### config.mk
export PLATFORM = sky130hd
export DESIGN_NAME = lp_mode_sequencer
export DESIGN_NICKNAME = d
export VERILOG_FILES = /design/src/rtl/lp_seq_pkg.sv /design/src/rtl/lp_idle_counter.sv /design/src/rtl/lp_mode_select.sv /design/src/rtl/lp_seq_fsm.sv /design/src/rtl/lp_mode_sequencer.sv
export SDC_FILE = /design/constraint.sdc
export NUM_CORES = 1
export LEC_CHECK = 0
export ABC_CLOCK_PERIOD_IN_PS = 4900
export BUFFER_PORTS_ARGS = -buffer_cell sky130_fd_sc_hd__buf_2
export CORE_MARGIN = 3
export CORE_UTILIZATION = 28
export DETAILED_ROUTE_END_ITERATION = 16
export GPL_ROUTABILITY_DRIVEN = 0
export GPL_TIMING_DRIVEN = 0
export PLACE_DENSITY = 0.53
export RECOVER_POWER = 25
export SLEW_MARGIN = 5
export SYNTH_ARGS = -nofsm -noshare
export SYNTH_HDL_FRONTEND = slang
export SYNTH_SLANG_ARGS = --single-unit
### constraint.sdc
create_clock -name clk -period 4.9 [get_ports clk]
set_input_delay 0 -clock clk [delete_from_list [all_inputs] [get_ports clk]]
set_output_delay 0 -clock clk [all_outputs]
set_load 0.05 [all_outputs]
### src/rtl/lp_seq_pkg.sv
// Package: shared constants and helper functions for the low-power sequencer.
// Assumes exactly five modes ranked by depth and four idle counters.
package lp_seq_pkg;

    localparam int NUM_MODES = 5;
    localparam int NUM_CNT   = 4;
    localparam int MODE_W    = 3;

    typedef logic [MODE_W-1:0] lp_mode_t;

    // Maps a zero-based mode index to the idle counter that times it.
    function automatic int cnt_of_mode(input int m);
        return (m < 2) ? 0 : m - 1;
    endfunction

    // Returns the deepest mode code whose bit is set; 0 when none is set.
    function automatic lp_mode_t deepest(input logic [NUM_MODES-1:0] v);
        lp_mode_t res;
        res = '0;
        for (int i = 0; i < NUM_MODES; i++) begin
            if (v[i]) res = lp_mode_t'(i + 1);
        end
        return res;
    endfunction

endpackage

### src/rtl/lp_idle_counter.sv
// Module: saturating counter of consecutive idle cycles with threshold compare.
// Assumes clear_i marks any activity; the count holds at its maximum value.
module lp_idle_counter #(
    parameter int CNT_W = 16
) (
    input  logic             clk,
    input  logic             rst_n,
    input  logic             clear_i,
    input  logic [CNT_W-1:0] thr_i,
    output logic             expired_o
);

    logic [CNT_W-1:0] cnt_q;

    // Count idle cycles, restart on activity, saturate at the top.
    always_ff @(posedge clk) begin
        if (!rst_n) begin
            cnt_q <= '0;
        end else if (clear_i) begin
            cnt_q <= '0;
        end else if (cnt_q != '1) begin
            cnt_q <= cnt_q + 1'b1;
        end
    end

    // Threshold reached once the counted idle cycles reach thr_i.
    always_comb begin
        expired_o = (cnt_q >= thr_i);
    end

endmodule

### src/rtl/lp_mode_select.sv
// Module: works out which modes qualify and returns the deepest of them.
// Assumes expired_i is indexed by counter, mapped to modes via the package.
module lp_mode_select
    import lp_seq_pkg::*;
(
    input  logic [NUM_MODES-1:0] mode_en_i,
    input  logic [NUM_MODES-1:0] auto_en_i,
    input  logic [NUM_CNT-1:0]   expired_i,
    input  logic                 manual_act_i,
    output lp_mode_t             want_o
);

    logic [NUM_MODES-1:0] auto_ok;
    logic [NUM_MODES-1:0] elig;

    // One automatic qualification term per mode, tied to its counter.
    for (genvar g = 0; g < NUM_MODES; g++) begin : g_auto
        localparam int CI = cnt_of_mode(g);
        if (g == 0) begin : g_shared
            // The shallow power-down mode yields the shared counter to mode 2.
            assign auto_ok[g] = mode_en_i[g] & auto_en_i[g] & expired_i[CI]
                                & ~mode_en_i[1];
        end else begin : g_plain
            assign auto_ok[g] = mode_en_i[g] & auto_en_i[g] & expired_i[CI];
        end
    end

    // Merge automatic and manual qualification, then pick the deepest.
    always_comb begin
        elig   = auto_ok | (manual_act_i ? mode_en_i : '0);
        want_o = deepest(elig);
    end

endmodule

### src/rtl/lp_seq_fsm.sv
// Module: holds the current mode, decides entry and exit, times the gap.
// Assumes want_i is the deepest qualifying mode and activity_i wins over all.
module lp_seq_fsm
    import lp_seq_pkg::*;
#(
    parameter int GAP_CYCLES = 15
) (
    input  logic     clk,
    input  logic     rst_n,
    input  logic     activity_i,
    input  logic     manual_req_i,
    input  logic     any_en_i,
    input  lp_mode_t want_i,
    output lp_mode_t mode_o,
    output logic     enter_o,
    output logic     exit_o,
    output logic     pend_o
);

    localparam int GAP_W = $clog2(GAP_CYCLES + 1);

    lp_mode_t         mode_q;
    logic [GAP_W-1:0] gap_q;
    logic             pend_q;
    logic             enter_q;
    logic             exit_q;
    logic             do_exit;
    logic             do_enter;

    // Decide this edge's transition: activity first, then deepen, then enter.
    always_comb begin
        do_exit  = (mode_q != '0) && (activity_i || (want_i > mode_q));
        do_enter = !activity_i && (mode_q == '0) && (gap_q == '0)
                   && (want_i != '0);
    end

    // Register mode, strobes, gap timer and the pending manual request.
    always_ff @(posedge clk) begin
        if (!rst_n) begin
            mode_q  <= '0;
            gap_q   <= '0;
            pend_q  <= 1'b0;
            enter_q <= 1'b0;
            exit_q  <= 1'b0;
        end else begin
            enter_q <= do_enter;
            exit_q  <= do_exit;
            if (do_exit) begin
                mode_q <= '0;
                gap_q  <= GAP_W'(GAP_CYCLES);
            end else begin
                if (do_enter) mode_q <= want_i;
                if (gap_q != '0) gap_q <= gap_q - 1'b1;
            end
            if (activity_i || do_enter) begin
                pend_q <= 1'b0;
            end else if (manual_req_i && any_en_i) begin
                pend_q <= 1'b1;
            end
        end
    end

    assign mode_o  = mode_q;
    assign enter_o = enter_q;
    assign exit_o  = exit_q;
    assign pend_o  = pend_q;

endmodule

### src/rtl/lp_mode_sequencer.sv
// Module: top of the low-power sequencer; counters, selector and FSM.
// Assumes thresholds are quasi-static and inputs are synchronous to clk.
module lp_mode_sequencer
    import lp_seq_pkg::*;
#(
    parameter int CNT_W      = 16,
    parameter int GAP_CYCLES = 15
) (
    input  logic                 clk,
    input  logic                 rst_n,
    input  logic                 idle_i,
    input  logic                 wake_i,
    input  logic                 manual_req_i,
    input  logic [NUM_MODES-1:0] mode_en_i,
    input  logic [NUM_MODES-1:0] auto_en_i,
    input  logic [CNT_W-1:0]     thr_pd_i,
    input  logic [CNT_W-1:0]     thr_sr_i,
    input  logic [CNT_W-1:0]     thr_ext_i,
    input  logic [CNT_W-1:0]     thr_int_i,
    output logic [MODE_W-1:0]    mode_o,
    output logic                 enter_o,
    output logic                 exit_o
);

    logic                activity;
    logic [CNT_W-1:0]    thr_arr [NUM_CNT];
    logic [NUM_CNT-1:0]  expired;
    logic                pend;
    lp_mode_t            want;

    // Activity is any non-idle cycle or an explicit wake.
    assign activity = wake_i | ~idle_i;

    assign thr_arr[0] = thr_pd_i;
    assign thr_arr[1] = thr_sr_i;
    assign thr_arr[2] = thr_ext_i;
    assign thr_arr[3] = thr_int_i;

    for (genvar c = 0; c < NUM_CNT; c++) begin : g_cnt
        lp_idle_counter #(
            .CNT_W (CNT_W)
        ) u_cnt (
            .clk       (clk),
            .rst_n     (rst_n),
            .clear_i   (activity),
            .thr_i     (thr_arr[c]),
            .expired_o (expired[c])
        );
    end

    lp_mode_select u_sel (
        .mode_en_i    (mode_en_i),
        .auto_en_i    (auto_en_i),
        .expired_i    (expired),
        .manual_act_i (manual_req_i | pend),
        .want_o       (want)
    );

    lp_seq_fsm #(
        .GAP_CYCLES (GAP_CYCLES)
    ) u_fsm (
        .clk          (clk),
        .rst_n        (rst_n),
        .activity_i   (activity),
        .manual_req_i (manual_req_i),
        .any_en_i     (|mode_en_i),
        .want_i       (want),
        .mode_o       (mode_o),
        .enter_o      (enter_o),
        .exit_o       (exit_o),
        .pend_o       (pend)
    );

endmodule

* Yosys cells after proc, flatten, opt, wreduce, memory -nomap -nowiden
Index checks and enable logic that the tools add are counted.
Storage, ports and cells: flip-flop bits (word level) 74, bits in latches 0, memory bits (writable) 0, memory bits (read-only) 0, bits of input ports 79, output and inout bits 5, word-level logic and storage cells 66, memories 0
Operators by class: $add $sub $neg 5, $mul 0, div/mod/pow operators 0, order comparisons 5, equality and inequality tests 4, shift-type cells 0, muxes and demuxes 8, bitwise logic cells 17, reduce and logical (&&, ||, !) cells 18
Operators with widths (count):
- $add 16x1->16 const B | 4
- $ge 16x16->1 | 4
- $ne 16x16->1 const B | 4
- $and 1x1->1 | 11
- $mux 4 | 2
- $mux 3 | 2
- $reduce_bool 3->1 | 2
- $reduce_or 2->1 | 3
- $logic_and 1x1->1 | 5
- $mux 5 | 1
- $or 5x5->5 | 1
- $reduce_or 5->1 | 1
- $logic_not 4->1 | 1
- $mux 2 | 2
- $reduce_bool 4->1 | 1
- $sub 4x1->4 const B | 1
- $gt 3x3->1 | 1
- $logic_not 3->1 | 1
- $not 1->1 | 3
- $logic_or 1x1->1 | 2
- $or 1x1->1 | 2
- $reduce_bool 2->1 | 1
- $logic_not 1->1 | 1
- $mux 1 | 1

* Depth between registers and ports, before layout
Gate-level depths: netlist of the first run.
depth after elaboration 13, depth in mapped cells 16, gate-level depth less buffers 16

* By module
From an unflattened synthesis of the first run, not the netlist that was laid out.
Unflattened totals: cell total of the unflattened synthesis 686, area total of the unflattened synthesis 5610.4 um2
Modules (own cells, without submodules):
- lp_idle_counter at g_cnt[0].u_cnt ... | times used 3, cells an instance 155, area an instance 1261.2 um2
- lp_idle_counter at g_cnt[2].u_cnt | times used 1, cells an instance 147, area an instance 1188.6 um2
- lp_seq_fsm | times used 1, cells an instance 55, area an instance 531.8 um2
- lp_mode_select | times used 1, cells an instance 14, area an instance 81.3 um2
- lp_mode_sequencer | times used 1, cells an instance 5, area an instance 25.0 um2

* Least setup slack after synthesis of the first run
Ideal clock, no wire load.
path kind reg-to-reg, from register g_cnt[1].u_cnt.cnt_q[15], to register u_fsm.mode_q[0] (netlist: u_fsm.mode_o[0]), setup time 117 ps, data arrival time 2849 ps, data required time 4783 ps, setup slack 1934 ps, cell stages (with the launch flop) 15, buffers on the path 0, path through dfxtp_1 > ha_1 > and4_1 > a2111oi_4 > a2bb2oi_1 > o21ai_1 > a31oi_1 > nor3_2 > ha_1 > nor2b_1 > o21a_1 > o21ai_0 > a21oi_1 > nor2b_1 > a22o_1
On the way: cells in the longest elaborated chain, start to end 10, elaborated cells between the ends (all ways) 12, classes of those cells order compare: 2; mux: 3; bitwise: 2; reduce/logical: 5
Ends and longest elaborated chain:
- from (decl) | line lp_idle_counter.sv:13 | logic [CNT_W-1:0] cnt_q;
- from (signal assigned) | line lp_idle_counter.sv:22 | cnt_q <= cnt_q + 1'b1;
- $ge 16x16->1 * | line lp_idle_counter.sv:28 | expired_o = (cnt_q >= thr_i);
- $and 1x1->1 * | line lp_mode_select.sv:24 | assign auto_ok[g] = mode_en_i[g] & auto_en_i[g] & expired_i[CI];
- $or 5x5->5 * | line lp_mode_select.sv:30 | elig = auto_ok | (manual_act_i ? mode_en_i : '0);
- $mux 2 * | line lp_seq_pkg.sv:21 | if (v[i]) res = lp_mode_t'(i + 1);
- $mux 3 * (2 in a row) | line lp_seq_pkg.sv:21
- net u_fsm.want_i[1] | line lp_seq_fsm.sv:13 | input lp_mode_t want_i,
- $gt 3x3->1 | line lp_seq_fsm.sv:32 | do_exit = (mode_q != '0) && (activity_i || (want_i > mode_q));
- $logic_or 1x1->1 | line lp_seq_fsm.sv:32
- $logic_and 1x1->1 | line lp_seq_fsm.sv:32
- $reduce_or 2->1 (no line)
- to (signal assigned) | line lp_seq_fsm.sv:52 | if (do_enter) mode_q <= want_i;
- to (decl) | line lp_seq_fsm.sv:22 | lp_mode_t mode_q;
The timed path passes the listed nets; every way through them passes the cells marked *. A chain may end at the register's enable or synchronous reset.

* Final worst setup path of the first run
from register g_cnt[2].u_cnt.cnt_q[0], to register u_fsm.mode_q[1] (netlist: u_fsm.mode_o[1])
On the way: cells in the longest elaborated chain, start to end 9, elaborated cells between the ends (all ways) 11, classes of those cells order compare: 2; mux: 2; bitwise: 2; reduce/logical: 5
Ends and longest elaborated chain (line):
- from (decl) | lp_idle_counter.sv:13
- from (signal assigned) | lp_idle_counter.sv:22
- $ge 16x16->1 * | lp_idle_counter.sv:28
- $and 1x1->1 * | lp_mode_select.sv:24
- $or 5x5->5 * | lp_mode_select.sv:30
- $mux 3 * (2 in a row) | lp_seq_pkg.sv:21
- net u_fsm.want_i[1] | lp_seq_fsm.sv:13
- $gt 3x3->1 | lp_seq_fsm.sv:32
- $logic_or 1x1->1 | lp_seq_fsm.sv:32
- $logic_and 1x1->1 | lp_seq_fsm.sv:32
- $reduce_or 2->1 (no line)
Marks and branches as above.

==> run_results.csv, run 1 <==
group,metric,value,unit
synth,synth-compound-area-share,14.2,%
synth,yosysTopAreaCell,"dfxtp_1",
worst_hold_path,worstHoldStart,"mode_en_i[4]",
setup_path,cp_slowest_stage_delay,0.59,ns
drt,wire_per_inst,12.8,um
cts,cts_resized,0,
global_route,first_global_vias,4299,
timing,max_slew.worst_pin.slew,0.767,ns
cts,cts.htree.levels,3,
setup_path,cp_data_required_time,5.13,ns
timing,finalCriticalPeriod,3.41,ns
setup_path,critical_path.reg2reg.startpoint,"g_cnt[2].u_cnt.cnt_q[0]$_SDFFE_PP0P_",
setup_path,critPathMaxFanout,6,
timing,finalCritPeriodShare,69.7,%
setup_path,cp-end-kind,"flop",
drt,post_detailed_route_via_to_cell_ratio,4.66,
synth,synth_area_per_cell,8.13,um2
synth,post_synth_inst_count,624,
power,peak_ir_drop_on_the_vdd_network,168,uV
setup_path,reg2reg_setup_slack,1.49,ns
drt,drc,0,
global_route,grt-ovfl-total,0,
setup_path,critical_path.startpoint,"g_cnt[2].u_cnt.cnt_q[0]$_SDFFE_PP0P_",
setup_path,crit_end,"u_fsm.mode_o[1]$_SDFFE_PP0P_",
timing,fin_setup_tns,0,ns
synth,post_synth_mux_area_share,1.18,%
layout,finalNetCount,868,
timing,slew_headroom,48.9,%
synth,yosys.cell_count.top_type,"dfxtp_1",
setup_path,critical_path_startpoint_category,"flop",
floorplanning,placement_rows,48,
outcome,status,"finished clean",
setup_path,crit_chain,"inv_1 > ha_1 > nor2b_1 > o21ai_0 > a21oi_1 > o41ai_1 > a21o_1 > nor3_2 > ha_1 > nor2b_1 > o21a_1 > o21ai_0 > a21oi_1 > nor2b_1 > a22o_1",
global_route,first_pass_grt_wire_length,20.4,mm
cts,cts-buffers-inserted,9,
cts,tritoncts,"done",
power,powerDensity,269,nW/um2
layout,instances_no_fill,947,
synth,yosys.area_share.simple,24.5,%
job,drv_cap,0,
synth,prevailing_post_synth_register_cell,"dfxtp_1",
synth,yosys.area_share.xor_xnor,6.56,%
synth,synth_cell_types,56,
floorplanning,design.portCount,84,
place,place.detailed.instances,931,
timing,drv_slew,0,
setup_path,crit_path_frequent_cell,"nor2b_1",
drt,detail-route-antenna-nets,0,
cts,worst_setup_hold_path_clk_slew,0.06,ns
cts,cts.path.max_buffers,2,
timing,max_clock_freq,0.293,GHz
floorplanning,core-area,17500,um2
power,leak_pwr,2.76,nW
floorplanning,dieArea,19800,um2
cts,postCtsSetupRepairBufs,0,
layout,antenna_cells,0,
global_route,grt_max_degree,13,
setup_path,crit_path_top_delay_cell,"o41ai_1",
synth,synth_nets,775,
synth,post-synth-top-area-fraction,29.2,%
layout,multi_input_area,3240,um2
place,place_hpwl,9.68,mm
synth,yosys.area_share.adder,17.7,%
timing,timing.clock.skew,0.00759,ns
floorplanning,initial_utilization,28.9,%
synth,postSynthRegisterBits,74,
timing,setup_viol_count_final,0,
synth,yosysSeqAreaShare,29.2,%
synth,synth_top_family_by_area,"simple AND/OR/NAND/NOR gates",
layout,register_area,1480,um2
synth,synth_area,5080,um2
drt,first_iter_violations,199,
layout,fillerInstances,1874,
timing,hold-worst-slack,0.00629,ns
layout,post_route_cells_drive_above_1_share,15.4,%
drt,routed-via-count,4409,
cts,clk_sinks,74,
global_route,antenna_violations_before_repair,0,
drt,detailedRoute.firstPassIterationCount,4,
cts,clock_insertion_delay_worst_skew,0.35,ns
synth,synth.yosys.warnings,0,
worst_hold_path,worst_min_path_class,"in -> reg",
floorplanning,die_width,141,um
timing,postLayoutSetupSlackWorst,1.49,ns
floorplanning,fp.dieH,141,um
place,preCtsSetupSlack,1.50,ns
setup_path,critical_path_class,"reg -> reg",
cts,post_cts_hold_buffer_count,0,
synth,yosys-top-cells-area,"dfxtp_1, ha_1, inv_1",
synth,synth-async-reset-ratio,0,%
synth,ys_top_cells_by_count,"dfxtp_1, inv_1, nor2_1",
synth,synth_edf_count,0,
cts,ctsRootBufferMaster,"clkbuf_16",
place,buffer_ports.inserted,82,
timing,final-hold-violation-count,0,
layout,synthToLayoutAreaGrowth,20.1,%
setup_path,critical_path_arrival,3.64,ns
setup_path,ff_to_ff_end,"u_fsm.mode_o[1]$_SDFFE_PP0P_",
timing,setup_repair_after_global_routing_missed_its_margin,"no",
setup_path,worst_r2r_path_depth,15,
global_route,grtUsageTotal,12.8,%
drt,finalWirelength,12.1,mm
[critical path: cells and delay by family, from the launching register on]
| kind | cells | cell delay (ns) |
|---|---|---|
| AOI/OAI and AO/OA | 8 | 1.92 |
| adders and majority gates | 2 | 0.56 |
| buffers and inverters | 1 | 0.06 |
| DFF | 1 | 0.41 |
| and+or+nand+nor | 4 | 0.37 |
[cell usage in the layout (no fill, tap or decap), types with 6 or more instances in the layout]
| cell | count |
|---|---|
| nor2_1 | 73 |
| or3_1 | 10 |
| and3_1 | 7 |
| clkbuf_1 | 14 |
| dfxtp_1 | 74 |
| o21ai_0 | 28 |
| xor2_1 | 18 |
| nor3_1 | 20 |
| a31oi_1 | 8 |
| a211oi_1 | 8 |
| ha_1 | 72 |
| nand3_1 | 26 |
| mux2i_1 | 6 |
| clkbuf_16 | 9 |
| nand4_1 | 21 |
| inv_1 | 73 |
| nor2b_1 | 6 |
| nor3_2 | 6 |
| o21a_1 | 6 |
| buf_2 | 78 |
| xnor2_1 | 20 |
| a21oi_1 | 32 |
| nand2_1 | 40 |
[how the worst min path moves through the flow]
stage                                            to  slack (ns)  depth (start not counted)
after global routing      u_fsm.pend_o$_SDFFE_PP0P_        0.04                          3
after CTS                 u_fsm.pend_o$_SDFFE_PP0P_       0.006                          3
final                     u_fsm.pend_o$_SDFFE_PP0P_       0.006                          3
after floorplan           u_fsm.pend_o$_SDFFE_PP0P_        0.19                          2
after global placement    u_fsm.pend_o$_SDFFE_PP0P_        0.36                          3
after detailed placement  u_fsm.pend_o$_SDFFE_PP0P_        0.37                          3
[cell families (layout without fill, tap and decap cells)]
kind of cell | Yosys count | count (layout)
and+or+nand+nor | 238 | 238
AOI/OAI and AO/OA | 111 | 111
buffers and inverters | 85 | 183
DFF | 74 | 74
adders and majority gates | 72 | 72
xor gates and xnor gates | 38 | 38
muxes | 6 | 6
[power by group]
part           internal (mW)  switching, mW  total [mW]
combinational          0.107          0.121       0.227
clock                  0.523          0.257       0.780
sequential             0.621         0.0145       0.636
total                   1.25          0.392        1.64
[flip-flops by register name (all words and copies together), names as in the netlist]
register           flops
g_cnt.u_cnt.cnt_q     64
u_fsm.gap_q            4
u_fsm.mode_o           3
u_fsm.enter_o          1
u_fsm.exit_o           1
u_fsm.pend_o           1
[layer usage]
metal / global-route usage, % / wire [um] / vias to the layer above
li1: - / - / 2369
met5: 0 / 0 / -
met1: 17.3 / 6110 / 1957
met2: 19.9 / 5320 / 72
met3: 3.39 / 543 / 11
met4: 3.77 / 148 / 0
[area by class of cell]
type                    instances  area share (%)
clock inverters                 5            1.64
inverters                      73            4.49
clock buffers                  11            4.14
well taps                     225            4.62
plain buffers                  12            1.01
multi-input cells             465            53.2
flip-flops and latches         74            24.3
repair buffers                 82            6.63
[metrics by stage]
step / area (um2) / power (mW) / util, %
after floorplan: 5080 / 0.805 / -
after global placement: 5770 / 0.876 / 32.9
after detailed placement: 5770 / 0.878 / 32.9
after CTS: 6120 / 1.67 / 34.9
after global routing: 6100 / 1.73 / 34.8
final: 6100 / 1.64 / 34.8
Note: power is estimated with default switching activity, not from simulation.
==> run 2, diff against run 1 <==
Settings changed: ABC_CLOCK_PERIOD_IN_PS 4900 to 3400.
Clock period 4.9 ns to 3.4 ns, I/O delays scaled along.
==> run 2 against run 1 <==
Against the previous run: non-clock buffer count rose by 1; clock power grew 44%; critical path depth decreased by 1; clock-buffer cell count unchanged; die area unchanged; maximum frequency rose by 7.7%; sequential power grew 44%; critical path type unchanged.
==> run_results.csv, run 2 (synthesized netlist as in run 1, its figures left out) <==
group,metric,value,unit
outcome,status,"finished clean",
worst_hold_path,worstHoldStart,"mode_en_i[4]",
layout,fillerInstances,1871,
global_route,globalRouteMet2Util,19.9,%
timing,final-hold-violation-count,0,
setup_path,cp_slowest_stage_delay,0.43,ns
floorplanning,core-area,17500,um2
timing,setup_repair_after_global_routing_missed_its_margin,"no",
layout,layout_commonest_cell,"buf_2",
layout,multi_input_area,3270,um2
layout,final_core_util,35.0,%
setup_path,reg2reg_setup_slack,0.23,ns
timing,fin_setup_tns,0,ns
drt,first_iter_violations,222,
floorplanning,initial_utilization,28.9,%
setup_path,critical_path.reg2reg.startpoint,"g_cnt[2].u_cnt.cnt_q[10]$_SDFFE_PP0P_",
drt,detail-route-antenna-nets,0,
worst_hold_path,worst_hold_path.endpoint,"u_fsm.pend_o$_SDFFE_PP0P_",
global_route,first_pass_grt_wire_length,20.4,mm
worst_hold_path,worst_min_path_class,"in -> reg",
global_route,first_global_vias,4292,
floorplanning,die_width,141,um
global_route,grtUsageTotal,12.8,%
place,buffer_ports.inserted,82,
drt,post_detailed_route_via_to_cell_ratio,4.67,
layout,registers.top_by_ff_count,"g_cnt.u_cnt.cnt_q",
setup_path,critical_path_arrival,3.41,ns
setup_path,worst_r2r_path_depth,14,
layout,synthToLayoutAreaGrowth,20.9,%
timing,postLayoutSetupSlackWorst,0.230,ns
layout,largest_reg_flops,64,
global_route,grt_max_degree,13,
setup_path,ff_to_ff_end,"u_fsm.gap_q[3]$_SDFFE_PN0P_",
worst_hold_path,holdPathStages,3,
global_route,grt-ovfl-total,0,
cts,ctsRootBufferMaster,"clkbuf_16",
global_route,busiest_layer_in_global_routing,"met2",
layout,post_route_cells_drive_above_1_share,16.6,%
timing,drv_slew,0,
layout,antenna_cells,0,
drt,detailedRoute.firstPassIterationCount,5,
timing,max_slew.worst_pin.slew,0.784,ns
drt,drc,0,
cts,cts.path.max_buffers,2,
layout,register_area,1480,um2
setup_path,critical_path_startpoint_category,"flop",
setup_path,cp_data_required_time,3.64,ns
setup_path,critPathMaxFanout,6,
power,leak_pwr,2.78,nW
setup_path,crit_chain,"ha_1 > a21oi_1 > nand2_1 > a211oi_1 > o41ai_2 > a21o_1 > nor3_2 > ha_1 > nor2b_1 > o21a_1 > o21ai_0 > a21oi_2 > buf_4 > o21a_1",
floorplanning,placement_rows,48,
timing,timing.clock.skew,0.00703,ns
timing,setup_viol_count_final,0,
cts,cts.htree.levels,3,
setup_path,crit_path_top_delay_cell,"dfxtp_1",
power,powerDensity,387,nW/um2
cts,tritoncts,"done",
cts,post_cts_hold_buffer_count,0,
timing,finalCriticalPeriod,3.17,ns
floorplanning,fp.dieH,141,um
cts,worst_setup_hold_path_clk_slew,0.06,ns
cts,clk_sinks,74,
global_route,use_met3,3.39,%
cts,cts-buffers-inserted,9,
drt,finalWirelength,12.2,mm
layout,mostFrequentLayoutCells,"buf_2, inv_1, nor2_1, ha_1, dfxtp_1",
power,peak_ir_drop_on_the_vdd_network,242,uV
drt,routed-via-count,4430,
place,preCtsSetupSlack,-0.00390,ns
layout,finalNetCount,869,
place,place_hpwl,9.68,mm
floorplanning,design.portCount,84,
global_route,antenna_violations_before_repair,0,
timing,slew_headroom,47.7,%
floorplanning,dieArea,19800,um2
setup_path,critical_path_class,"reg -> reg",
cts,clock_insertion_delay_worst_skew,0.35,ns
timing,finalCritPeriodShare,93.2,%
drt,wire_per_inst,12.8,um
timing,max_clock_freq,0.315,GHz
global_route,gr-usage-met1,17.3,%
setup_path,cp-end-kind,"flop",
job,drv_cap,0,
timing,hold-worst-slack,0.00670,ns
[run 2: changes by cell type in the layout (fill, tap and decap cells not counted), moves of 2 or more]
cell     change
a21oi_1      -2
a21oi_2      +2
dfxtp_1      -2
dfxtp_2      +2
[run 2: what timing repair did]
action,in CTS,in global routing
cloned,0,0
endpoints found under the setup margin,3,3
resized for setup,2,8
pin swaps,0,1
setup buffers,0,1
[run 2: worst max-delay path: cells and delay by family (launching register included)]
family,cells,cell delay [ns]
fa+ha+maj,2,0.57
flops,1,0.43
compound gates,8,1.45
simple gates,3,0.43
buf+inv,1,0.17
[run 2: cell type report]
cell class / instances / area share (%)
inverters: 73 / 4.46
plain buffers: 12 / 0.999
clock inverters: 5 / 1.63
repair buffers: 83 / 6.71
well taps: 225 / 4.59
clock buffers: 11 / 4.12
flip-flops and latches: 74 / 24.2
multi-input cells: 465 / 53.3
[run 2: through the flow]
stage | power [mW] | cells | cell area, um2
finish | 2.37 | 948 | 6140
global route | 2.49 | 948 | 6140
CTS | 2.41 | 947 | 6130
detailed placement | 1.27 | 931 | 5770
global placement | 1.26 | 931 | 5770
floorplan | 1.16 | 624 | 5080
[run 2: worst max path at each step]
stage / cells past startpoint / endpoint / slack [ns] / start
after floorplan: 14 / u_fsm.mode_o[0]$_SDFFE_PP0P_ / 0.43 / g_cnt[1].u_cnt.cnt_q[15]$_SDFFE_PP0P_
after global placement: 15 / u_fsm.mode_o[1]$_SDFFE_PP0P_ / -0.04 / g_cnt[2].u_cnt.cnt_q[0]$_SDFFE_PP0P_
after detailed placement: 15 / u_fsm.mode_o[1]$_SDFFE_PP0P_ / -0.004 / g_cnt[2].u_cnt.cnt_q[0]$_SDFFE_PP0P_
after CTS: 14 / u_fsm.mode_o[1]$_SDFFE_PP0P_ / 0.12 / g_cnt[1].u_cnt.cnt_q[2]$_SDFFE_PP0P_
after global routing: 14 / u_fsm.gap_q[3]$_SDFFE_PN0P_ / 0.006 / g_cnt[1].u_cnt.cnt_q[2]$_SDFFE_PP0P_
final: 14 / u_fsm.gap_q[3]$_SDFFE_PN0P_ / 0.23 / g_cnt[2].u_cnt.cnt_q[10]$_SDFFE_PP0P_
[run 2: routing by layer]
| layer | wire length, um | vias to the layer above |
|---|---|---|
| li1 | - | 2378 |
| met1 | 6060 | 1964 |
| met2 | 5400 | 77 |
| met3 | 550 | 11 |
| met4 | 150 | 0 |
| met5 | 0 | - |
[run 2: power breakdown]
part / leakage [nW] / switching [mW] / internal [mW]
clock: 0.176 / 0.368 / 0.754
combinational: 2.00 / 0.177 / 0.157
sequential: 0.599 / 0.0211 / 0.895
